$ cat config.mk
export PLATFORM = sky130hd
export DESIGN_NAME = burst_seq
export DESIGN_NICKNAME = d
export VERILOG_FILES = /design/src/rtl/bseq_pkg.sv /design/src/rtl/bseq_colgen.sv /design/src/rtl/bseq_ctrl.sv /design/src/rtl/bseq_apsched.sv /design/src/rtl/burst_seq.sv
export SDC_FILE = /design/constraint.sdc
export NUM_CORES = 1
export LEC_CHECK = 0
export ABC_AREA = 1
export BUFFER_PORTS_ARGS = -buffer_cell sky130_fd_sc_hd__buf_2
export CAP_MARGIN = 20
export CORE_MARGIN = 4
export CORE_UTILIZATION = 40
export DETAILED_ROUTE_END_ITERATION = 8
export PLACE_DENSITY = 0.73
export SKIP_LAST_GASP = 1
export SLEW_MARGIN = 25
export SYNTH_ARGS = -nofsm -noshare
export SYNTH_HDL_FRONTEND = slang
export SYNTH_SLANG_ARGS = --single-unit
$ cat constraint.sdc
create_clock -name clk -period 4.7 [get_ports clk]
set_clock_uncertainty 0.1 [all_clocks]
set_input_delay 0 -clock clk [delete_from_list [all_inputs] [get_ports clk]]
set_output_delay 0 -clock clk [all_outputs]
set_load 0.01 [all_outputs]
$ cat src/rtl/bseq_pkg.sv
package bseq_pkg;

    typedef enum logic [2:0] {
        CMD_NOP = 3'd0,
        CMD_ACT = 3'd1,
        CMD_RD  = 3'd2,
        CMD_WR  = 3'd3,
        CMD_BST = 3'd4
    } cmd_e;

    typedef enum logic [1:0] {
        B_IDLE  = 2'd0,
        B_READ  = 2'd1,
        B_WRITE = 2'd2
    } bstate_e;

    typedef enum logic [1:0] {
        AP_IDLE = 2'd0,
        AP_WAIT = 2'd1,
        AP_LOCK = 2'd2
    } apstate_e;

    // log2 of the burst length; code 0 falls back to two beats
    function automatic logic [1:0] len_log2(input logic [1:0] code);
        return (code == 2'd0) ? 2'd1 : code;
    endfunction

endpackage

$ cat src/rtl/bseq_colgen.sv
module bseq_colgen #(
    parameter int COL_W = 10
) (
    input  logic [COL_W-1:0] base_i,
    input  logic [2:0]       idx_i,
    input  logic [1:0]       lg_i,
    input  logic             ilv_i,
    output logic [COL_W-1:0] col_o
);
    logic [2:0] wrap_m;
    logic [2:0] off;

    always_comb begin
        wrap_m = 3'((4'd1 << lg_i) - 4'd1);
        off    = ilv_i ? (base_i[2:0] ^ idx_i) : (base_i[2:0] + idx_i);
        col_o  = {base_i[COL_W-1:3], (base_i[2:0] & ~wrap_m) | (off & wrap_m)};
    end
endmodule

$ cat src/rtl/bseq_ctrl.sv
module bseq_ctrl
    import bseq_pkg::*;
#(
    parameter int COL_W = 10,
    parameter int BA_W  = 2
) (
    input  logic             clk,
    input  logic             rst_n,
    input  logic [2:0]       cmd_i,
    input  logic [BA_W-1:0]  bank_i,
    input  logic [COL_W-1:0] col_i,
    input  logic [1:0]       dm_i,
    input  logic [1:0]       lg_i,
    input  logic             ilv_i,
    output logic [COL_W-1:0] base_o,
    output logic [1:0]       pair_o,
    output logic [1:0]       lg_o,
    output logic             ilv_o,
    output logic [BA_W-1:0]  bank_o,
    output logic             vld_o,
    output logic             wr_o,
    output logic [1:0]       mask_o,
    output logic             bst_err_o
);
    bstate_e          state_q, state_d;
    logic [COL_W-1:0] base_q, base_d;
    logic [1:0]       pair_q, pair_d;
    logic [1:0]       lg_q, lg_d;
    logic             ilv_q, ilv_d;
    logic [BA_W-1:0]  bank_q, bank_d;
    logic [1:0]       last_pair;
    logic             new_burst;

    always_comb begin
        unique case (lg_q)
            2'd1:    last_pair = 2'd0;
            2'd2:    last_pair = 2'd1;
            default: last_pair = 2'd3;
        endcase
    end

    assign new_burst = (cmd_i == CMD_RD) || (cmd_i == CMD_WR);

    // next-state: start-read/start-write, advance, done, stop
    always_comb begin
        state_d = state_q;
        base_d  = base_q;
        pair_d  = pair_q;
        lg_d    = lg_q;
        ilv_d   = ilv_q;
        bank_d  = bank_q;
        if (new_burst) begin
            state_d = (cmd_i == CMD_RD) ? B_READ : B_WRITE;
            base_d  = col_i;
            pair_d  = 2'd0;
            lg_d    = lg_i;
            ilv_d   = ilv_i;
            bank_d  = bank_i;
        end else begin
            unique case (state_q)
                B_IDLE: state_d = B_IDLE;
                B_READ: begin
                    if (cmd_i == CMD_BST || pair_q == last_pair) state_d = B_IDLE;
                    else pair_d = pair_q + 2'd1;
                end
                B_WRITE: begin
                    if (pair_q == last_pair) state_d = B_IDLE;
                    else pair_d = pair_q + 2'd1;
                end
                default: state_d = B_IDLE;
            endcase
        end
    end

    always_ff @(posedge clk) begin
        if (!rst_n) begin
            state_q <= B_IDLE;
            base_q  <= '0;
            pair_q  <= '0;
            lg_q    <= 2'd1;
            ilv_q   <= 1'b0;
            bank_q  <= '0;
        end else begin
            state_q <= state_d;
            base_q  <= base_d;
            pair_q  <= pair_d;
            lg_q    <= lg_d;
            ilv_q   <= ilv_d;
            bank_q  <= bank_d;
        end
    end

    always_comb begin
        vld_o     = (state_q != B_IDLE);
        wr_o      = (state_q == B_WRITE);
        mask_o    = (state_q == B_WRITE) ? dm_i : 2'b00;
        bst_err_o = (state_q == B_WRITE) && (cmd_i == CMD_BST);
        base_o    = base_q;
        pair_o    = pair_q;
        lg_o      = lg_q;
        ilv_o     = ilv_q;
        bank_o    = bank_q;
    end
endmodule

$ cat src/rtl/bseq_apsched.sv
module bseq_apsched
    import bseq_pkg::*;
#(
    parameter int NUM_BANKS = 4,
    parameter int BA_W      = 2,
    parameter int T_RAS     = 6,
    parameter int T_WR      = 2,
    parameter int T_RP      = 3,
    parameter int CNT_W     = 4
) (
    input  logic            clk,
    input  logic            rst_n,
    input  logic [2:0]      cmd_i,
    input  logic [BA_W-1:0] bank_i,
    input  logic            ap_i,
    input  logic [1:0]      lg_i,
    output logic            pre_start_o,
    output logic [BA_W-1:0] pre_bank_o,
    output logic            lock_o
);
    localparam int RAS_W = (T_RAS > 1) ? $clog2(T_RAS + 1) : 1;

    logic [NUM_BANKS-1:0] ras_ok;

    for (genvar b = 0; b < NUM_BANKS; b++) begin : g_ras
        logic [RAS_W-1:0] cnt_q;
        always_ff @(posedge clk) begin
            if (!rst_n) cnt_q <= '0;
            else if (cmd_i == CMD_ACT && bank_i == BA_W'(b)) cnt_q <= RAS_W'(T_RAS - 1);
            else if (cnt_q != '0) cnt_q <= cnt_q - 1'b1;
        end
        assign ras_ok[b] = (cnt_q == '0);
    end

    apstate_e         state_q, state_d;
    logic [CNT_W-1:0] tmr_q, tmr_d;
    logic [BA_W-1:0]  abank_q, abank_d;
    logic [CNT_W-1:0] half;
    logic             arm;
    logic             fire;

    always_comb begin
        unique case (lg_i)
            2'd1:    half = CNT_W'(1);
            2'd2:    half = CNT_W'(2);
            default: half = CNT_W'(4);
        endcase
    end

    assign arm  = ap_i && ((cmd_i == CMD_RD) || (cmd_i == CMD_WR));
    assign fire = (state_q == AP_WAIT) && (tmr_q == '0) && ras_ok[abank_q];

    // next-state: arm, fire, release
    always_comb begin
        state_d = state_q;
        tmr_d   = tmr_q;
        abank_d = abank_q;
        if (arm) begin
            state_d = AP_WAIT;
            abank_d = bank_i;
            tmr_d   = (cmd_i == CMD_RD) ? (half - CNT_W'(1))
                                        : (half + CNT_W'(T_WR) - CNT_W'(1));
        end else begin
            unique case (state_q)
                AP_IDLE: state_d = AP_IDLE;
                AP_WAIT: begin
                    if (fire) begin
                        state_d = AP_LOCK;
                        tmr_d   = CNT_W'(T_RP - 1);
                    end else if (tmr_q != '0) begin
                        tmr_d = tmr_q - CNT_W'(1);
                    end
                end
                AP_LOCK: begin
                    if (tmr_q == '0) state_d = AP_IDLE;
                    else tmr_d = tmr_q - CNT_W'(1);
                end
                default: state_d = AP_IDLE;
            endcase
        end
    end

    always_ff @(posedge clk) begin
        if (!rst_n) begin
            state_q <= AP_IDLE;
            tmr_q   <= '0;
            abank_q <= '0;
        end else begin
            state_q <= state_d;
            tmr_q   <= tmr_d;
            abank_q <= abank_d;
        end
    end

    always_comb begin
        pre_start_o = fire;
        pre_bank_o  = abank_q;
        lock_o      = (state_q == AP_LOCK);
    end
endmodule

$ cat src/rtl/burst_seq.sv
module burst_seq
    import bseq_pkg::*;
#(
    parameter int COL_W     = 10,
    parameter int AP_BIT    = 10,
    parameter int ADDR_W    = 11,
    parameter int NUM_BANKS = 4,
    parameter int T_RAS     = 6,
    parameter int T_WR      = 2,
    parameter int T_RP      = 3
) (
    input  logic                         clk,
    input  logic                         rst_n,
    input  logic [2:0]                   cmd_i,
    input  logic [$clog2(NUM_BANKS)-1:0] bank_i,
    input  logic [ADDR_W-1:0]            addr_i,
    input  logic [1:0]                   dm_i,
    input  logic [1:0]                   bl_code_i,
    input  logic                         ilv_i,
    output logic                         beat_vld_o,
    output logic                         beat_wr_o,
    output logic [$clog2(NUM_BANKS)-1:0] beat_bank_o,
    output logic [COL_W-1:0]             col_even_o,
    output logic [COL_W-1:0]             col_odd_o,
    output logic [1:0]                   beat_mask_o,
    output logic                         bst_err_o,
    output logic                         pre_start_o,
    output logic [$clog2(NUM_BANKS)-1:0] pre_bank_o,
    output logic                         bank_lock_o
);
    localparam int BA_W  = $clog2(NUM_BANKS);
    localparam int CNT_W = $clog2(4 + T_WR + T_RP + 1) + 1;

    logic [1:0]       lg_in;
    logic [COL_W-1:0] base;
    logic [1:0]       pair;
    logic [1:0]       lg_q;
    logic             ilv_q;
    logic [COL_W-1:0] lane_col [2];

    assign lg_in = len_log2(bl_code_i);

    bseq_ctrl #(.COL_W(COL_W), .BA_W(BA_W)) u_ctrl (
        .clk       (clk),
        .rst_n     (rst_n),
        .cmd_i     (cmd_i),
        .bank_i    (bank_i),
        .col_i     (addr_i[COL_W-1:0]),
        .dm_i      (dm_i),
        .lg_i      (lg_in),
        .ilv_i     (ilv_i),
        .base_o    (base),
        .pair_o    (pair),
        .lg_o      (lg_q),
        .ilv_o     (ilv_q),
        .bank_o    (beat_bank_o),
        .vld_o     (beat_vld_o),
        .wr_o      (beat_wr_o),
        .mask_o    (beat_mask_o),
        .bst_err_o (bst_err_o)
    );

    for (genvar g = 0; g < 2; g++) begin : g_lane
        bseq_colgen #(.COL_W(COL_W)) u_gen (
            .base_i (base),
            .idx_i  ({pair, 1'(g)}),
            .lg_i   (lg_q),
            .ilv_i  (ilv_q),
            .col_o  (lane_col[g])
        );
    end

    assign col_even_o = lane_col[0];
    assign col_odd_o  = lane_col[1];

    bseq_apsched #(
        .NUM_BANKS (NUM_BANKS),
        .BA_W      (BA_W),
        .T_RAS     (T_RAS),
        .T_WR      (T_WR),
        .T_RP      (T_RP),
        .CNT_W     (CNT_W)
    ) u_ap (
        .clk         (clk),
        .rst_n       (rst_n),
        .cmd_i       (cmd_i),
        .bank_i      (bank_i),
        .ap_i        (addr_i[AP_BIT]),
        .lg_i        (lg_in),
        .pre_start_o (pre_start_o),
        .pre_bank_o  (pre_bank_o),
        .lock_o      (bank_lock_o)
    );
endmodule

==> summary.txt <==
Outcome - finished, final reports clean
Post-Synth XOR/XNOR Area - 0.0520
CP Max Fanout - 18
Ys flop type - dfxtp_1
GP Congestion - 0.808
Post-Synth Adder-Cell Area - 0.115
Vias - 2,114
Clock Latency Late Sink - 0.29 ns
WHS - 0.00245 ns
Syn_nets - 369
P_leak - 1.45 nW
RSZ-0062 raised after global routing - false
Gr usage total - 0.143
Die ar. - 7190 um2
Max H-tree Level - 2
Detailed Routing Iterations Pass 1 - 4
Avg Vias per Cell - 4.60
Dominant cell type by area after synthesis - dfxtp_1
Clock Path Buffers - 2
Diodes inserted - 0
Number of enable flip-flop cells after synthesis - 0
Cells after synthesis - 325
CTS root buf - clkbuf_8
Max-cap violations - 0
Mapped Avg Cell Area - 7.25 um2
Worst min path class - primary input to flop
# IOs - 54
Count leader, synth - nand2_1
CP startpoint kind - primary input
FMAX - 415 MHz
Area grow syn2layout - 22.7%
Clk sink count - 40
Die H - 84.8 um
Starting Density - 0.420
CP required - 4.84 ns
Ys Warns - 0
Setup Fix Bufs, Post-CTS - 0
Largest net degree at the start of global routing - 32
Mux cell area share after synthesis - 0
WS Path Type - primary input to flop
Placed cell area - 2580 um2
Sequential share of the synthesized area - 0.340
Share of cells above drive strength 1 - 0.191
Wire length per cell - 10.7 um
Final #Nets - 432
Distinct cell type count after synthesis - 27
Ranking of synthesized cells by area - dfxtp_1 34%, ha_1 11%, nand2_1 9.4%
Number of global-route vias before repair - 2,007
Setup-failing EPs final - 0
VDD IR max - 0.170 mV
Total gr overflow - 0
Synth top area share - 0.340
Slew Limit Fails - 0
Minimum clock period - 2.41 ns
Initial antenna violation count - 0
Fill cells - 569
First-pass GRT wire length - 8450 um
Reg clk slew, reported paths - 0.08 ns
TNS Setup - 0 ns
Power Total - 1.04 mW
Rel. slew slack - 0.617
Number of remaining DRC errors - 0
Most instantiated cells after synthesis - 59 x nand2_1, 54 x inv_1, 40 x dfxtp_1, 35 x a21oi_1, 20 x ha_1
TritonCTS clock tree - done
Compound-Gate Fraction of Synth Area - 0.140
Post-layout instance area - 2890 um2
Synthesized area - 2360 um2
IO buf count - 53
Total CTS buffers - 5
Slew @ Worst Pin - 0.573 ns
Final period utilization - 0.513
Iter 0 DRT Violations - 67
Resize count post-CTS - 0
Final worst slack - 2.29 ns
Async set or reset register ratio after synthesis - 0
Pwr/cell area - 358 nW/um2
Core ar. - 5610 um2
Crit end category - flop
Setup slack at placement - 2.84 ns
Routed Antenna Nets - 0
Largest family of logic cells by synthesized area - simple AND/OR/NAND/NOR gates
Hpwl dp - 3630 um
Simple-gate share of the synthesized area - 0.208
Yosys reg bits - 40
Final Hold Viols - 0
Final wirelength - 4920 um
Worst path arrival time - 2.55 ns
Die width - 84.8 um
Rows - 27
-- path summary, 6_finish.rpt --
path | from | endpoint | slack (ns) | cells after the start
hold reg to reg | u_ctrl.base_o[9]$_SDFFE_PN0N_ | u_ctrl.base_o[9]$_SDFFE_PN0N_ | 0.38 | 2
setup / recovery | cmd_i[2] | u_ctrl.lg_o[0]$_SDFFE_PN1N_ | 2.29 | 9
setup reg to reg | u_ap.g_ras[2].cnt_q[0]$_SDFFE_PN0P_ | u_ap.tmr_q[3]$_SDFFE_PN0P_ | 2.84 | 12
hold / removal | cmd_i[0] | u_ctrl.state_q[0]$_SDFFE_PN0P_ | 0.002 | 4
-- what timing repair did --
| item | CTS | global route |
|---|---|---|
| hold buffers | 23 | 0 |
| endpoints found under the hold margin | 30 | 0 |
| endpoints found under the setup margin | 0 | 0 |
-- worst max-delay path: stages --
cell           delay (ns)
dlygate4sd3_1        0.53
buf_2                0.14
inv_1                0.10
nand2_4              0.16
inv_2                0.30
o21ai_0              0.13
dlygate4sd3_1        0.57
o211ai_1             0.07
dlygate4sd3_1        0.55
-- area by class of cell --
class | instances | area (um2) | area share
well taps | 72 | 90.1 | 0.0312
flip-flops and latches | 40 | 801 | 0.277
repair buffers | 76 | 495 | 0.171
clock inverters | 1 | 5.00 | 0.00173
inverters | 57 | 214 | 0.0740
clock buffers | 6 | 72.6 | 0.0251
multi-input cells | 208 | 1210 | 0.420
-- sequential cells by signal, indices dropped and copies added (netlist names) --
register	flops
u_ap.g_ras.cnt_q	12
u_ctrl.base_o	10
u_ctrl.bank_o	2
u_ap.tmr_q	5
u_ap.state_q	2
u_ctrl.lg_o	2
u_ap.pre_bank_o	2
u_ctrl.state_q	2
u_ctrl.ilv_o	1
u_ctrl.pair_o	2
-- per-layer routing --
metal | vias to the layer above | share of wire | global-route usage
li1 | 1128 | - | -
met1 | 942 | 0.45 | 0.169
met2 | 37 | 0.49 | 0.250
met3 | 7 | 0.046 | 0.0422
met4 | 0 | 0.015 | 0.0374
met5 | - | 0 | 0
-- placed cells by master, fill, tap and decap left out, types with 2 or more instances in the layout --
| master | instances |
|---|---|
| clkbuf_8 | 5 |
| inv_1 | 53 |
| nand4_1 | 2 |
| a21oi_1 | 35 |
| dlygate4sd3_1 | 23 |
| xnor2_1 | 2 |
| nand2_4 | 2 |
| nand2_1 | 59 |
| nor2_1 | 19 |
| ha_1 | 20 |
| dfxtp_1 | 40 |
| a211oi_1 | 3 |
| inv_2 | 4 |
| o21ai_0 | 19 |
| nand2_2 | 5 |
| nand3_1 | 12 |
| xor2_1 | 12 |
| nor3_1 | 10 |
| buf_2 | 53 |
-- stage by stage --
stage / util / instances
3_3_place_gp: 0.461 / 430
5_1_grt: 0.516 / 460
6_report: 0.516 / 460
2_1_floorplan: - / 325
3_5_place_dp: 0.461 / 430
4_1_cts: 0.516 / 460
-- logic make-up after synthesis --
group	count (synthesis)
AND/OR/NAND/NOR	111
buffers and inverters	77
AO/OA/AOI/OAI	62
flip-flops	40
adder cells (fa/ha/maj)	21
XOR/XNOR	14
-- power breakdown --
part           internal (mW)  switching, mW
Sequential             0.393         0.0321
Combinational          0.169          0.223
Clock                  0.101          0.118
No activity file was read; power rests on OpenSTA's default activity.
